**config.mk**
```make
export PLATFORM = sky130hd
export DESIGN_NAME = mmu_ctl_regs
export DESIGN_NICKNAME = d
export VERILOG_FILES = /design/src/rtl/mmu_ctl_regs.sv
export SDC_FILE = /design/constraint.sdc
export NUM_CORES = 1
export LEC_CHECK = 0
export ABC_AREA = 1
export CAP_MARGIN = 20
export CORE_MARGIN = 8
export CORE_UTILIZATION = 40
export DETAILED_ROUTE_END_ITERATION = 8
export GPL_TIMING_DRIVEN = 0
export SYNTH_ARGS = -nofsm -noshare
export SYNTH_HDL_FRONTEND = slang
export SYNTH_SLANG_ARGS = --single-unit
```
**constraint.sdc**
```tcl
create_clock -name clk -period 2.3 [get_ports clk]
set_input_delay 0.345 -clock clk [delete_from_list [all_inputs] [get_ports clk]]
set_output_delay 0.345 -clock clk [all_outputs]
set_load 0.05 [all_outputs]
```
**src/rtl/mmu_ctl_regs.sv**
```systemverilog
module mmu_ctl_regs #(
  parameter int          OFF_W      = 8,
  parameter logic [31:0] VERSION_ID = 32'h040205C1,
  parameter int          ASID_W     = 8,
  parameter int          AREA_LSB   = 2,
  parameter int          AREA_W     = 3,
  parameter int          SQ_SHIFT   = 26
) (
  input  logic             clk,
  input  logic             rst_n,
  input  logic             acc_en,
  input  logic             acc_we,
  input  logic [OFF_W-1:0] acc_off,
  input  logic [31:0]      acc_wdata,
  output logic [31:0]      acc_rdata,
  output logic             tlb_flush_o,
  output logic             asid_flush_o,
  output logic             xlat_chg_o,
  output logic             xlat_en_o,
  output logic [31:0]      cache_ctrl_o,
  output logic [31:0]      sq_base0_o,
  output logic [31:0]      sq_base1_o
);

  localparam int IDX_W = OFF_W - 2;
  localparam logic [IDX_W-1:0] I_PTEH  = IDX_W'(0);
  localparam logic [IDX_W-1:0] I_PTEL  = IDX_W'(1);
  localparam logic [IDX_W-1:0] I_TTB   = IDX_W'(2);
  localparam logic [IDX_W-1:0] I_FAULT = IDX_W'(3);
  localparam logic [IDX_W-1:0] I_MMU   = IDX_W'(4);
  localparam logic [IDX_W-1:0] I_BRKA  = IDX_W'(5);
  localparam logic [IDX_W-1:0] I_BRKB  = IDX_W'(6);
  localparam logic [IDX_W-1:0] I_CACHE = IDX_W'(7);
  localparam logic [IDX_W-1:0] I_TRAP  = IDX_W'(8);
  localparam logic [IDX_W-1:0] I_EXC   = IDX_W'(9);
  localparam logic [IDX_W-1:0] I_IRQ   = IDX_W'(10);
  localparam logic [IDX_W-1:0] I_VER   = IDX_W'(12);
  localparam logic [IDX_W-1:0] I_PTEA  = IDX_W'(13);
  localparam logic [IDX_W-1:0] I_QAC0  = IDX_W'(14);
  localparam logic [IDX_W-1:0] I_QAC1  = IDX_W'(15);
  localparam int XLAT_BIT   = 0;
  localparam int TLBINV_BIT = 2;
  localparam logic [31:0] CACHE_CMD_MASK = 32'h0000_0808;
  localparam logic [31:0] MMU_CMD_MASK   = 32'h1 << TLBINV_BIT;

  logic [31:0] pte_hi, pte_lo, tt_base, fault_addr, mmu_ctl, cache_ctl;
  logic [31:0] trap_code, exc_evt, irq_evt, pte_assist;
  logic [7:0]  brk_a, brk_b;
  logic [31:0] qac [2];

  wire             wr   = acc_en & acc_we;
  wire             rd   = acc_en & ~acc_we;
  wire [IDX_W-1:0] widx = acc_off[OFF_W-1:2];

  assign tlb_flush_o  = wr && widx == I_MMU && acc_wdata[TLBINV_BIT];
  assign xlat_chg_o   = wr && widx == I_MMU && (acc_wdata[XLAT_BIT] != mmu_ctl[XLAT_BIT]);
  assign asid_flush_o = wr && widx == I_PTEH && (acc_wdata[ASID_W-1:0] != pte_hi[ASID_W-1:0]);

  assign xlat_en_o    = mmu_ctl[XLAT_BIT];
  assign cache_ctrl_o = cache_ctl;

  always_ff @(posedge clk) begin
    if (!rst_n) begin
      pte_hi     <= '0;
      pte_lo     <= '0;
      tt_base    <= '0;
      fault_addr <= '0;
      mmu_ctl    <= '0;
      cache_ctl  <= '0;
      trap_code  <= '0;
      exc_evt    <= '0;
      irq_evt    <= '0;
      pte_assist <= '0;
      brk_a      <= '0;
      brk_b      <= '0;
    end else if (wr) begin
      case (widx)
        I_PTEH:  pte_hi     <= acc_wdata;
        I_PTEL:  pte_lo     <= acc_wdata;
        I_TTB:   tt_base    <= acc_wdata;
        I_FAULT: fault_addr <= acc_wdata;
        I_MMU:   mmu_ctl    <= acc_wdata & ~MMU_CMD_MASK;
        I_BRKA:  brk_a      <= acc_wdata[7:0];
        I_BRKB:  brk_b      <= acc_wdata[7:0];
        I_CACHE: cache_ctl  <= acc_wdata & ~CACHE_CMD_MASK;
        I_TRAP:  trap_code  <= acc_wdata;
        I_EXC:   exc_evt    <= acc_wdata;
        I_IRQ:   irq_evt    <= acc_wdata;
        I_PTEA:  pte_assist <= acc_wdata;
        default: ;
      endcase
    end
  end

  for (genvar q = 0; q < 2; q++) begin : g_queue
    wire [IDX_W-1:0] my_idx = (q == 0) ? I_QAC0 : I_QAC1;
    always_ff @(posedge clk) begin
      if (!rst_n)                    qac[q] <= '0;
      else if (wr && widx == my_idx) qac[q] <= acc_wdata;
    end
  end

  assign sq_base0_o = 32'(qac[0][AREA_LSB +: AREA_W]) << SQ_SHIFT;
  assign sq_base1_o = 32'(qac[1][AREA_LSB +: AREA_W]) << SQ_SHIFT;

  always_comb begin
    acc_rdata = '0;
    if (rd) begin
      case (widx)
        I_PTEH:  acc_rdata = pte_hi;
        I_PTEL:  acc_rdata = pte_lo;
        I_TTB:   acc_rdata = tt_base;
        I_FAULT: acc_rdata = fault_addr;
        I_MMU:   acc_rdata = mmu_ctl;
        I_BRKA:  acc_rdata = {24'b0, brk_a};
        I_BRKB:  acc_rdata = {24'b0, brk_b};
        I_CACHE: acc_rdata = cache_ctl;
        I_TRAP:  acc_rdata = trap_code;
        I_EXC:   acc_rdata = exc_evt;
        I_IRQ:   acc_rdata = irq_evt;
        I_VER:   acc_rdata = VERSION_ID;
        I_PTEA:  acc_rdata = pte_assist;
        I_QAC0:  acc_rdata = qac[0];
        I_QAC1:  acc_rdata = qac[1];
        default: acc_rdata = '0;
      endcase
    end
  end

endmodule

```
==> flow_metrics.env, run 1 <==
export IMPL_run_status="finished with violations"
export IMPL_violations="negative setup slack"
export IMPL_layout_min_cycle_time_ns=2.32
export IMPL_critical_path_max_stage_delay_ns=0.22
export IMPL_hold_ws_ns=0.354
export IMPL_wl_microns=75500
export IMPL_critPathMaxFanout=10
export IMPL_synth_top_area_share_pct=37.5
export IMPL_diodes=0
export IMPL_syn_inst=2375
export IMPL_viasPerCell=5.63
export IMPL_finClkSkew_ns=0
export IMPL_switchingPower_mw=4.05
export IMPL_rsz0062_at_grt="true"
export IMPL_final_cell_mix="nand2_1 (357), a21oi_1 (340), dfxtp_1 (333), nand3_1 (282), o21ai_0 (274)"
export IMPL_cts_buffers=44
export IMPL_crit_chain="buf_4 > inv_1 > nand2_2 > nor2_4 > clkbuf_8 > nand3_2 > nand2_1 > nor2_1 > nand3_1 > nand2_1 > inv_1 > buf_4"
export IMPL_clkTransAtPathRegs_ns=0.06
export IMPL_grt_max_degree=33
export IMPL_firstDrtPassIters=8
export IMPL_dp_final_hpwl_microns=56100
export IMPL_irDropWorstVdd_mv=0.452
export IMPL_setup_slack_ns=-0.0229
export IMPL_postRouteAntennaNets=0
export IMPL_row_count=77
export IMPL_layout_commonest_cell="nand2_1"
export IMPL_hp_class="primary input to register"
export IMPL_nets=2677
export IMPL_grt_pass1_vias=17300
export IMPL_p_per_area_nw_per_um2=680
export IMPL_cts_sinks=397
export IMPL_vias=18300
export IMPL_drc=0
export IMPL_root_buffer="clkbuf_16"
export IMPL_seqPwrFrac_pct=46.7
export IMPL_swShare_pct=26.4
export IMPL_combPwrFrac_pct=8.7
export IMPL_place_area_sq_um=19900
export IMPL_core_area_sq_um=44000
export IMPL_leakage_nw=9.68
export IMPL_ys_ff_latch=397
export IMPL_worst_pin_slew_ns=0.945
export IMPL_port_buffer_count=110
export IMPL_synth_ff_type="dfxtp_1"
export IMPL_post_drt_wl_per_cell_microns=23.2
export IMPL_crit_buf_inv=5
export IMPL_synth_cell_types=29
export IMPL_grt_overflow=0
export IMPL_min_period_over_period_pct=101
export IMPL_die_x_microns=227
export IMPL_die_area_sq_um=51400
export IMPL_worstPathRequired_ns=1.96
export IMPL_ios=176
export IMPL_die_h_microns=227
export IMPL_area_growth_pct=27.1
export IMPL_yosys_area_top_type="dfxtp_1"
export IMPL_finalHoldViolations=0
export IMPL_p_clk_share_pct=44.6
export IMPL_ys_seq_area_share_pct=48.4
export IMPL_initialDrtViolationCount=1973
export IMPL_layout_drive_gt1_share_pct=17.1
export IMPL_syn_cell_area_sq_um=17800
export IMPL_syn_avg_cell_area_sq_um=7.48
export IMPL_cts_tree="done"
export IMPL_maxSlewViolCount=0
export IMPL_max_freq_mhz=430
export IMPL_antenna_found_initial=0
export IMPL_fillerInstances=4340
export IMPL_crit_slowest_cell="clkbuf_8"
export IMPL_floorplan_initialDensity_pct=40.3
export IMPL_synthArstFlopShare_pct=0
export IMPL_clk_path_buf_depth=3
export IMPL_grtUsageTotal_pct=28.5
export IMPL_grt_pass1_wl_microns=110000
export IMPL_place_gp_congestion=0.980
export IMPL_ys_top_cells_by_area="dfxtp_1 (38%), edfxtp_1 (11%), a21oi_1 (9.6%)"
export IMPL_maxCapViolCount=0
export IMPL_internal_power_mw=11.3
export IMPL_final_cell_area_sq_um=22600
export IMPL_path_delay_family="simple AND/OR/NAND/NOR gates"
export IMPL_insertion_delay_ns=0.57
export IMPL_crit_type="primary input to output pin"
export IMPL_end_kind="output pin"
export IMPL_ys_warn_count=0
export IMPL_startpoint_type="primary input"
export IMPL_worstPathArrival_ns=1.98
export IMPL_post_place_ws_ns=-1.76
export IMPL_synth_edf_count=64
export IMPL_slew_headroom_pct=37.0
export IMPL_cts_htree_levels=2
export IMPL_final_util_pct=51.3
export IMPL_finalSetupViolations=7
power groups by stage:
stage                     Combinational [mW]  Sequential (mW)  Clock (mW)
final                                   1.34             7.16        6.85
after floorplan                        0.722             7.31           0
after detailed placement                1.15             7.32           0
after CTS                               1.27             7.16        6.84
after global routing                    1.38             7.17        7.14
after global placement                  1.15             7.32           0
routing by layer:
metal	vias to the layer above	track usage, %	wire, microns
met5	-	0	0
met4	0	17.4	4780
met3	211	4.16	6300
met2	954	45.7	34800
met1	8767	36.1	29600
li1	8399	-	-
logic make-up after synthesis:
| family | Yosys count | synth area share, % |
|---|---|---|
| AND/OR/NAND/NOR | 962 | 23.5 |
| AO/OA/AOI/OAI | 647 | 18.2 |
| flip-flops | 397 | 48.4 |
| buffers and inverters | 363 | 9.59 |
| XOR/XNOR | 5 | 0.247 |
| other | 1 | 0.0211 |
registers in the layout, indices dropped and copies added (netlist names):
register      cells
exc_evt          32
qac              64
tt_base          32
cache_ctrl_o     30
pte_hi           32
irq_evt          32
fault_addr       32
trap_code        32
brk_b             8
mmu_ctl          31
pte_assist       32
brk_a             8
pte_lo           32
worst reg2reg max path, cell delays in order (launching register included):
cell	delay, ns
dfxtp_1	0.42
o21ai_0	0.12
a21oi_1	0.15
through the flow:
step	cells	TNS (ns)	total power, mW
6_report	3257	-0.0766	15.4
5_1_grt	3257	-0.779	15.7
4_1_cts	3245	-0.00194	15.3
3_5_place_dp	3137	-206.68	8.47
3_3_place_gp	3136	-234.31	8.46
2_1_floorplan	2434	-0.117	8.04
area by class of cell:
type	count	area, sq um	area share [%]
well taps	592	741	3.28
multi-input cells	1675	8250	36.5
repair buffers	153	1560	6.93
clock inverters	15	85.1	0.377
flip-flops and latches	397	8590	38.0
plain buffers	245	1640	7.26
clock buffers	63	1260	5.60
inverters	117	444	1.97
path summary, 6_finish.rpt:
path / start / to / slack [ns] / cells past startpoint
hold reg to reg: pte_assist[5] / pte_assist[5] / 0.46 / 2
setup / recovery: acc_off[5] / acc_rdata[20] / -0.02 / 12
setup reg to reg: mmu_ctl[0] / mmu_ctl[0] / 1.55 / 2
hold / removal: rst_n / pte_lo[14] / 0.35 / 3
cells in the mapped netlist, types with 6 or more instances:
library cell and number:
inv_2 6, nor2_2 7, buf_2 67, a21oi_1 341, dfxtp_1 333, nand3_1 294, edfxtp_1 64, nand4_1 17
nand2_1 388, buf_4 68, clkinv_1 25, buf_1 9, o21ai_0 274, nor2_1 235, clkbuf_1 100, o21ai_1 31
inv_1 86
repair_timing:
action                                  in CTS  in global routing
endpoints found under the setup margin      99                 99
resized for setup                          466                 89
cloned                                       4                  0
hold buffers                                 0                  0
setup buffers                               27                 12
pin swaps                                   22                 22
(Power assumes the default switching activity.)
==> run 2: changes to the inputs <==
Settings changed: CORE_MARGIN 8 to not set.
==> run 2 against run 1 <==
The flow still finishes with violations (negative setup slack). Via count fell by 0.22%. Hold slack got worse by 0.0012 ns. Setup slack improved by 0.019 ns.
==> flow_metrics.env, run 2 (synthesized netlist as in run 1, its figures left out) <==
export IMPL_root_buffer="clkbuf_16"
export IMPL_setup_slack_ns=-0.00360
export IMPL_postRouteAntennaNets=0
export IMPL_irDropWorstVdd_mv=0.503
export IMPL_cts_buffers=44
export IMPL_row_count=76
export IMPL_crit_slowest_cell="nor2_4"
export IMPL_min_period_over_period_pct=100
export IMPL_clkTransAtPathRegs_ns=0.06
export IMPL_finalHoldViolations=0
export IMPL_hp_class="primary input to register"
export IMPL_run_status="finished with violations"
export IMPL_ios=176
export IMPL_die_x_microns=213
export IMPL_violations="negative setup slack"
export IMPL_rsz0062_at_grt="true"
export IMPL_hold_ws_ns=0.352
export IMPL_reg2reg_slack_ns=1.56
export IMPL_die_h_microns=213
export IMPL_diodes=0
export IMPL_crit_type="primary input to output pin"
export IMPL_p_per_area_nw_per_um2=688
export IMPL_end_kind="output pin"
export IMPL_layout_commonest_cell="nand2_1"
export IMPL_seqCellArea_sq_um=8590
export IMPL_final_instance_count_excl_fill=3257
export IMPL_largest_register="qac"
export IMPL_place_gp_congestion=0.961
export IMPL_critical_path_max_stage_delay_ns=0.24
export IMPL_final_cell_mix="nand2_1 (353), a21oi_1 (340), dfxtp_1 (333), nand3_1 (282), o21ai_0 (274)"
export IMPL_antenna_found_initial=0
export IMPL_dp_cells=3130
export IMPL_firstDrtPassIters=6
export IMPL_crit_chain="buf_6 > nor2_4 > nand2_1 > nor2_1 > buf_6 > nand2_1 > nand3_1 > nor2_1 > a21oi_2 > buf_6"
export IMPL_grt_overflow=0
export IMPL_critPathMaxFanout=10
export IMPL_fillerInstances=4214
export IMPL_viasPerCell=5.62
export IMPL_wl_microns=74600
export IMPL_area_growth_pct=27.2
export IMPL_dp_final_hpwl_microns=55400
export IMPL_startpoint_type="primary input"
export IMPL_finClkSkew_ns=0
export IMPL_grt_pass1_wl_microns=108000
export IMPL_cts_htree_levels=2
export IMPL_cts_tree="done"
export IMPL_worstPathArrival_ns=1.96
export IMPL_grtUsageTotal_pct=32.8
export IMPL_die_area_sq_um=45300
export IMPL_initialDrtViolationCount=2198
export IMPL_multi_input_area_sq_um=8180
export IMPL_max_freq_mhz=434
export IMPL_port_buffer_count=110
export IMPL_maxCapViolCount=0
export IMPL_cpMostUsedCell="buf_6"
export IMPL_ctsHoldBuffers=0
export IMPL_grt_max_degree=33
export IMPL_finalSetupViolations=2
export IMPL_layout_drive_gt1_share_pct=17.2
export IMPL_layout_min_cycle_time_ns=2.30
export IMPL_post_place_ws_ns=-1.85
export IMPL_vias=18300
export IMPL_worst_pin_slew_ns=0.988
export IMPL_drc=0
export IMPL_clk_path_buf_depth=3
export IMPL_floorplan_initialDensity_pct=40.9
export IMPL_final_util_pct=52.0
export IMPL_core_area_sq_um=43500
export IMPL_grt_pass1_vias=17100
export IMPL_nets=2684
export IMPL_worstPathRequired_ns=1.96
export IMPL_power_mw=15.5
export IMPL_path_delay_family="simple AND/OR/NAND/NOR gates"
export IMPL_largest_reg_flops=64
export IMPL_post_drt_wl_per_cell_microns=22.9
export IMPL_insertion_delay_ns=0.57
export IMPL_maxSlewViolCount=0
export IMPL_leakage_nw=9.64
export IMPL_cts_sinks=397
export IMPL_slew_headroom_pct=34.2
export IMPL_crit_buf_inv=3
-- run 2: repair_timing --
| item | CTS | global route |
|---|---|---|
| pin swaps | 24 | 18 |
| gates resized for setup | 458 | 95 |
| setup endpoints to repair | 99 | 99 |
| setup buffers | 39 | 11 |
| cloned | 2 | 1 |
-- run 2: tightest hold or removal path: cells and delay by family --
family	cells	cell delay (ns)
compound gates	2	0.23
buf+inv	1	0.30
-- run 2: power breakdown --
| part | switching [mW] | internal (mW) | total [mW] |
|---|---|---|---|
| clock | 2.97 | 4.06 | 7.03 |
| combinational | 0.986 | 0.365 | 1.35 |
| sequential | 0.0348 | 7.13 | 7.17 |
-- run 2: final cells by class --
type	count	share of cell area, %
clock buffers	65	5.64
repair buffers	162	7.17
inverters	117	1.99
plain buffers	243	7.20
multi-input cells	1675	36.2
clock inverters	13	0.543
well taps	585	3.24
flip-flops and latches	397	38.0
-- run 2: through the flow --
| stage | area [sq um] | setup TNS (ns) |
|---|---|---|
| after floorplan | 18000 | -0.117 |
| after global placement | 19900 | -234.18 |
| after detailed placement | 19900 | -213.13 |
| after CTS | 22200 | -0.0301 |
| after global routing | 22600 | -0.128 |
| final | 22600 | -0.00457 |
-- run 2: final timing paths --
kind | startpoint | depth (start not counted) | to
max | acc_off[4] | 10 | acc_rdata[11]
min reg2reg | pte_assist[1] | 2 | pte_assist[1]
min | rst_n | 3 | pte_lo[18]
max reg2reg | fault_addr[7] | 2 | fault_addr[7]
-- run 2: metal layers --
metal	vias up	GRT usage [%]	share of wire (%)
li1	8398	-	-
met1	8702	41.9	39
met2	975	52.6	46
met3	216	4.18	8.5
met4	0	20.9	6.7
met5	-	0	0
==> run 3: changes to the inputs <==
Settings changed: MAX_ROUTING_LAYER set to met4.
==> run 3 against run 2 <==
The run still ends with negative setup slack left. Largest power group unchanged. Critical path type unchanged. Count of clock-buffer cells in the layout increased by 2. Design area down 0.52%. Critical path depth is 2 higher.
==> flow_metrics.env, run 3 (synthesized netlist as in run 1, its figures left out) <==
export IMPL_initialDrtViolationCount=2218
export IMPL_startpoint_type="primary input"
export IMPL_critical_path_max_stage_delay_ns=0.26
export IMPL_post_place_ws_ns=-1.80
export IMPL_dp_final_hpwl_microns=55100
export IMPL_run_status="finished with violations"
export IMPL_postRouteAntennaNets=0
export IMPL_die_area_sq_um=45300
export IMPL_ios=176
export IMPL_end_kind="output pin"
export IMPL_fillerInstances=4319
export IMPL_max_freq_mhz=426
export IMPL_finalHoldViolations=0
export IMPL_wl_microns=74400
export IMPL_row_count=76
export IMPL_worstPathRequired_ns=1.96
export IMPL_leakage_nw=9.61
export IMPL_cts_sinks=397
export IMPL_final_instance_count_excl_fill=3254
export IMPL_worstPathArrival_ns=2.00
export IMPL_critPathMaxFanout=10
export IMPL_seqCellArea_sq_um=8590
export IMPL_insertion_delay_ns=0.56
export IMPL_maxCapViolCount=0
export IMPL_r2r_end="irq_evt[1]"
export IMPL_p_per_area_nw_per_um2=677
export IMPL_layout_min_cycle_time_ns=2.35
export IMPL_clk_path_buf_depth=3
export IMPL_grtUsageTotal_pct=33.5
export IMPL_finalSetupViolations=4
export IMPL_port_buffer_count=110
export IMPL_whs_endpoint="pte_lo[16]"
export IMPL_largest_register="qac"
export IMPL_final_util_pct=51.7
export IMPL_floorplan_initialDensity_pct=40.9
export IMPL_diodes=0
export IMPL_irDropWorstVdd_mv=0.483
export IMPL_min_period_over_period_pct=102
export IMPL_die_h_microns=213
export IMPL_area_growth_pct=26.6
export IMPL_largest_reg_flops=64
export IMPL_core_area_sq_um=43500
export IMPL_reg2reg_slack_ns=1.51
export IMPL_grt_max_degree=33
export IMPL_power_mw=15.2
export IMPL_rsz0062_at_grt="true"
export IMPL_r2r_start="irq_evt[1]"
export IMPL_nets=2678
export IMPL_crit_slowest_cell="clkbuf_8"
export IMPL_cts_buffers=44
export IMPL_reg2reg_depth=2
export IMPL_layout_drive_gt1_share_pct=16.6
export IMPL_root_buffer="clkbuf_16"
export IMPL_grt_overflow=0
export IMPL_cts_tree="done"
export IMPL_grt_pass1_vias=17100
export IMPL_finClkSkew_ns=0
export IMPL_multi_input_area_sq_um=8190
export IMPL_viasPerCell=5.63
export IMPL_vias=18300
export IMPL_setup_slack_ns=-0.0463
export IMPL_grt_pass1_wl_microns=108000
export IMPL_post_drt_wl_per_cell_microns=22.9
export IMPL_antenna_found_initial=0
export IMPL_dp_cells=3130
export IMPL_slew_headroom_pct=35.0
export IMPL_layout_commonest_cell="nand2_1"
export IMPL_maxSlewViolCount=0
export IMPL_crit_chain="buf_4 > inv_2 > nand2_4 > nor2_4 > clkbuf_8 > nand3_1 > nand2_1 > nor2_1 > nand3_1 > nand2_1 > inv_1 > buf_4"
export IMPL_cts_htree_levels=2
export IMPL_worst_pin_slew_ns=0.975
export IMPL_drc=0
export IMPL_final_cell_mix="nand2_1 (364), a21oi_1 (340), dfxtp_1 (333), nand3_1 (281), o21ai_0 (274)"
export IMPL_crit_type="primary input to output pin"
export IMPL_ctsHoldBuffers=0
export IMPL_firstDrtPassIters=5
export IMPL_hold_start="rst_n"
export IMPL_clkTransAtPathRegs_ns=0.06
export IMPL_die_x_microns=213
export IMPL_place_gp_congestion=1.00
export IMPL_violations="negative setup slack"
export IMPL_hp_class="primary input to register"
export IMPL_hold_depth=3
## run 3: cell types whose count changed in the layout (fill, tap and decap cells not counted), sizes merged
cell and change:
bufinv -2, clkbuf +7, clkinvlp +1, inv +1, buf -10, clkinv +1
nor2 -1
## run 3: worst max path at each step
stage / startpoint / endpoint / slack, ns / cells past startpoint
3_3_place_gp: acc_en / acc_rdata[17] / -1.99 / 7
6_report: acc_off[3] / acc_rdata[31] / -0.05 / 12
5_1_grt: acc_off[7] / acc_rdata[31] / -0.08 / 12
2_1_floorplan: acc_off[4] / tlb_flush_o / -0.06 / 8
4_1_cts: acc_we / tlb_flush_o / 0.003 / 8
3_5_place_dp: acc_off[3] / acc_rdata[20] / -1.80 / 11
## run 3: metrics by stage
| stage | hold slack [ns] | TNS (ns) | instance area [sq um] |
|---|---|---|---|
| 4_1_cts | 0.318 | 0 | 22000 |
| 6_report | 0.333 | -0.0591 | 22500 |
| 3_3_place_gp | 0.444 | -235.51 | 19900 |
| 5_1_grt | 0.347 | -0.547 | 22500 |
| 3_5_place_dp | 0.448 | -207.77 | 19900 |
| 2_1_floorplan | 0.430 | -0.117 | 18000 |
## run 3: layout make-up
| class | instances | share of cell area [%] |
|---|---|---|
| buffer | 245 | 7.28 |
| clock buffer | 67 | 5.50 |
| clock inverter | 14 | 0.390 |
| inverter | 117 | 1.99 |
| multi-input combinational | 1674 | 36.4 |
| sequential | 397 | 38.2 |
| tap | 585 | 3.26 |
| timing repair buffer | 155 | 6.93 |
## run 3: layer usage
metal  GRT usage (%)  vias up  wire length, microns
li1                -     8378                     -
met1            41.7     8716                 29200
met2            52.2      972                 34200
met3            3.60      248                  5780
met4            21.0        0                  5200
met5               -        -                     0
## run 3: report_power, final
group          internal [mW]  switching, mW  total [mW]
Clock                   3.72           2.99        6.71
Combinational          0.353          0.982        1.34
Sequential              7.13         0.0339        7.17
## run 3: worst max-delay path: cells and delay by family
family        cells  cell delay [ns]
simple gates      7             0.83
buf+inv           5             0.82
## run 3: what timing repair did
item | 4_1_cts | 5_1_grt
pin swaps | 17 | 16
resized for setup | 444 | 84
setup buffers | 24 | 18
gates cloned | 1 | 1
endpoints found under the setup margin | 99 | 67
